### src/rtl/secded_pkg.sv
package secded_pkg;

    function automatic int ham_bits(int dw);
        int r;
        r = 0;
        while ((1 << r) < dw + r + 1) r++;
        return r;
    endfunction

    localparam int DATA_W = 32;
    localparam int HAM_W  = ham_bits(DATA_W);
    localparam int POS_N  = DATA_W + HAM_W;
    localparam int CW_W   = POS_N + 1;

    typedef enum logic [1:0] {
        ST_CLEAN  = 2'b00,
        ST_FIXED  = 2'b01,
        ST_DOUBLE = 2'b10,
        ST_RSVD   = 2'b11
    } chk_status_e;

    typedef struct packed {
        logic [HAM_W-1:0] ptr;
        logic             odd;
    } syndrome_t;

    function automatic bit is_pow2(int p);
        return (p != 0) && ((p & (p - 1)) == 0);
    endfunction

    // data index held at a non-power-of-two position p (1-based)
    function automatic int data_index(int p);
        return p - $clog2(p + 1) - 1;
    endfunction

    // positions 1..POS_N covered by check bit k, bit p-1 <=> position p
    function automatic logic [POS_N-1:0] cover_mask(int k);
        logic [POS_N-1:0] m;
        m = '0;
        for (int p = 1; p <= POS_N; p++)
            if (((p >> k) & 1) == 1) m[p-1] = 1'b1;
        return m;
    endfunction

endpackage

### src/rtl/secded_encoder.sv
module secded_encoder
    import secded_pkg::*;
(
    input  logic [DATA_W-1:0] data_i,
    output logic [CW_W-1:0]   word_o
);
    logic [POS_N-1:0] dbody;
    logic [POS_N-1:0] full;

    for (genvar p = 1; p <= POS_N; p++) begin : g_pos
        if (is_pow2(p)) begin : g_chk
            localparam int K = $clog2(p);
            localparam logic [POS_N-1:0] MASK = cover_mask(K);
            assign dbody[p-1] = 1'b0;
            assign full[p-1]  = ^(dbody & MASK);
        end else begin : g_dat
            assign dbody[p-1] = data_i[data_index(p)];
            assign full[p-1]  = dbody[p-1];
        end
    end

    assign word_o = {^full, full};
endmodule

### src/rtl/secded_syndrome.sv
module secded_syndrome
    import secded_pkg::*;
(
    input  logic [CW_W-1:0] word_i,
    output syndrome_t       syn_o
);
    for (genvar k = 0; k < HAM_W; k++) begin : g_grp
        localparam logic [POS_N-1:0] MASK = cover_mask(k);
        assign syn_o.ptr[k] = ^(word_i[POS_N-1:0] & MASK);
    end

    assign syn_o.odd = ^word_i;
endmodule

### src/rtl/secded_corrector.sv
module secded_corrector
    import secded_pkg::*;
(
    input  logic [CW_W-1:0]   word_i,
    input  syndrome_t         syn_i,
    output logic [DATA_W-1:0] data_o,
    output chk_status_e       status_o
);
    logic [POS_N-1:0] fixed;

    always_comb begin
        fixed    = word_i[POS_N-1:0];
        status_o = ST_CLEAN;
        if (syn_i.odd) begin
            if (syn_i.ptr == '0) begin
                status_o = ST_FIXED;            // only the top parity bit is off
            end else if (syn_i.ptr <= HAM_W'(POS_N)) begin
                status_o = ST_FIXED;
                for (int p = 1; p <= POS_N; p++)
                    if (syn_i.ptr == HAM_W'(p)) fixed[p-1] = ~fixed[p-1];
            end else begin
                status_o = ST_DOUBLE;           // pointer out of range: multi-bit
            end
        end else if (syn_i.ptr != '0) begin
            status_o = ST_DOUBLE;
        end
    end

    for (genvar p = 1; p <= POS_N; p++) begin : g_out
        if (!is_pow2(p)) begin : g_dat
            assign data_o[data_index(p)] = fixed[p-1];
        end
    end
endmodule

### src/rtl/secded_codec.sv
module secded_codec
    import secded_pkg::*;
(
    input  logic [31:0] enc_data_i,
    output logic [38:0] enc_word_o,
    input  logic [38:0] chk_word_i,
    output logic [31:0] chk_data_o,
    output logic [1:0]  chk_status_o
);
    syndrome_t   syn;
    chk_status_e status;

    secded_encoder u_enc (
        .data_i (enc_data_i),
        .word_o (enc_word_o)
    );

    secded_syndrome u_syn (
        .word_i (chk_word_i),
        .syn_o  (syn)
    );

    secded_corrector u_cor (
        .word_i   (chk_word_i),
        .syn_i    (syn),
        .data_o   (chk_data_o),
        .status_o (status)
    );

    assign chk_status_o = status;
endmodule

### config.mk
export PLATFORM = sky130hd
export DESIGN_NAME = secded_codec
export DESIGN_NICKNAME = d
export VERILOG_FILES = /design/src/rtl/secded_pkg.sv /design/src/rtl/secded_encoder.sv /design/src/rtl/secded_syndrome.sv /design/src/rtl/secded_corrector.sv /design/src/rtl/secded_codec.sv
export SDC_FILE = /design/constraint.sdc
export NUM_CORES = 1
export LEC_CHECK = 0
export BUFFER_PORTS_ARGS = -buffer_cell sky130_fd_sc_hd__buf_2
export CAP_MARGIN = 15
export CELL_PAD_IN_SITES_DETAIL_PLACEMENT = 0
export CELL_PAD_IN_SITES_GLOBAL_PLACEMENT = 1
export CORE_ASPECT_RATIO = 1.25
export CORE_UTILIZATION = 32
export DETAILED_ROUTE_END_ITERATION = 10
export PLACE_DENSITY_LB_ADDON = 0.1
export SYNTH_ARGS = -nofsm -noshare
export SYNTH_HDL_FRONTEND = slang
export SYNTH_HIERARCHICAL = 1
export SYNTH_SLANG_ARGS = --single-unit
### constraint.sdc
create_clock -name vclk -period 4
set_input_delay 0.8 -clock vclk [all_inputs]
set_output_delay 0.8 -clock vclk [all_outputs]
set_load 0.02 [all_outputs]
==> metrics <==
status=completed; Slew headroom=70.76%; Cell variety after synth=26; WL per Instance=12.90 µm; CP peak stage delay=420 ps; critical path, cell by cell=buf_2 > xnor3_1 > xnor3_2 > xnor3_2 > xnor2_1 > buf_4 > and4bb_2 > nand3_1 > xnor2_1 > buf_4; Post-Route Setup TNS=0 ps; Port Buffer Count=between 100 and 150; Placer Congestion=0.7547; vias in the first global route=~1800; post-synth net total=316; via count=2037; Max Slew Vio Count=0; cell count after synthesis=245; Routed met2 length=3451 µm; antenna violations before repair=0; All-Layer GR Usage=15.29%; first-pass GRT wire length=8859 µm; DR top layer=met4; leak pwr=1.530 nW; Crit. End Element=output port; Critical Path AT=between 3000 and 4000 ps; maxcap violations=0; crit path time final=3885 ps; synthesis warning total=6; Residual DRC=0; vias per cell=4.362; dpl hpwl=between 5000 and 6000 µm; Post-Route WL=6026 µm; slowest CP cell=xnor3_2; I/O Pins=144; WL met1=around 2300 µm; final core utilization=44.60%; Synth-to-Final Area Change=35.53%; register area=0 µm²; Syn Area/Cell=between 9 and 10 µm²; Crit path required time=3200 ps; Startpoint Class=input pin; largest net degree at the start of global routing=12; pre-CTS WS=-47.03 ps; final setup fails=0; hold_buf cts=0; First-pass DRT Iterations=4; Pwr Density=606.5 mW/mm²; count of final hold-check violations=0; diode count=0; met3 wire length=269 µm; layout cell share with drive strength beyond 1=51.19%; Vert. Die Dim=96.42 µm; Remaining Overflow, GRT=0; actual slew at the worst max-slew pin=around 440 ps; nets=between 400 and 500; # clk buffers=0; post-route ant nets=0; Crit Path Max Fanout=5; FFs & Latches=0; fin crit share=between 90% and 100%; overall power=1.876 mW; worst min path class=input pin to output port; Crit path buffers/inverters=3; Die Footprint=0.007476 mm²; row cnt=34; Die X=77.54 µm; RSZ-0062 raised after global routing=yes; Fmax achieved=257.4 MHz; Worst Path Class, Setup=input pin to output port; final setup margin=115.4 ps; synthesized area=0.002282 mm²; Top Family by Delay on Critical Path=XOR/XNOR gates; VDD IR max=0.0006489 V; DR iter-0 viols=34; final hold slack=~1800 ps; initial core utilization=between 30% and 40%; part of the Yosys area used for sequential elements=0%; core area=0.006934 mm²
-- cells by family after synthesis --
group	count (synthesis)	share of synthesized area, %
compound gates	3	1.042
xor+xnor	149	72.64
buf+inv	42	13.76
simple gates	51	12.56
-- repair_timing --
item | CTS | global route
resized for setup | 5 | 12
buffers inserted | 0 | 1
pin swaps | 0 | 8
setup endpoints to repair | 15 | 33
hold endpoints to repair | 0 | 0
-- metrics by stage --
stage | instances | instance area (µm²)
2_1_floorplan | 245 | 2282
3_3_place_gp | 466 | 3012
3_5_place_dp | 466 | 3012
4_1_cts | 466 | 3019
5_1_grt | 467 | 3093
6_report | 467 | 3093
-- cell type report --
type	instances	area, µm²
Multi-Input combinational cell	203	2034
Inverter	2	7.507
Fill cell	741	3841
Timing Repair Buffer	172	938.4
Tap cell	90	112.6
-- routing by layer --
layer	vias up	track usage, %
met5	-	0
met4	0	1.258
met3	4	0.7512
met2	75	32.52
met1	929	17.11
li1	1029	-
-- Yosys cell counts, drive strengths merged --
master	instances	share of area [%]
xnor2	110	43
buf	40	13
nand3	27	5.9
xnor3	21	21
xor2	15	5.8
nand2	5	0.82
nor2	4	0.66
and2b	3	1.0
and3b	3	1.2
xor3	3	3.1
and4bb	2	1.1
inv	2	0.33
nand4	2	0.55
a21boi	1	0.33
a21oi	1	0.22
and2	1	0.27
and3	1	0.27
nand2b	1	0.27
nor2b	1	0.27
nor3	1	0.22
o2111a	1	0.49
-- final timing paths --
kind	start	endpoint	cells past startpoint
worst min-delay path	enc_data_i[19]	enc_word_o[24]	2
worst max-delay path	chk_word_i[25]	chk_data_o[2]	10
-- power by group --
part           internal [mW]  switching, mW
Clock                      0              0
Sequential                 0              0
Combinational          0.876           1.00
Total                  0.876           1.00
-- layout by cell type (no fill, tap or decap), types with 2 or more instances in the layout --
cell type,n
buf_2,141
xnor2_1,102
buf_4,31
nand3_1,27
xnor3_1,17
xor2_1,15
xnor2_2,7
nand2_1,5
xnor3_2,4
and3b_2,3
nor2_1,3
xor3_1,3
nand4_1,2
and2b_2,2
and4bb_2,2
inv_1,2
No activity file was read; power rests on OpenSTA's default activity.
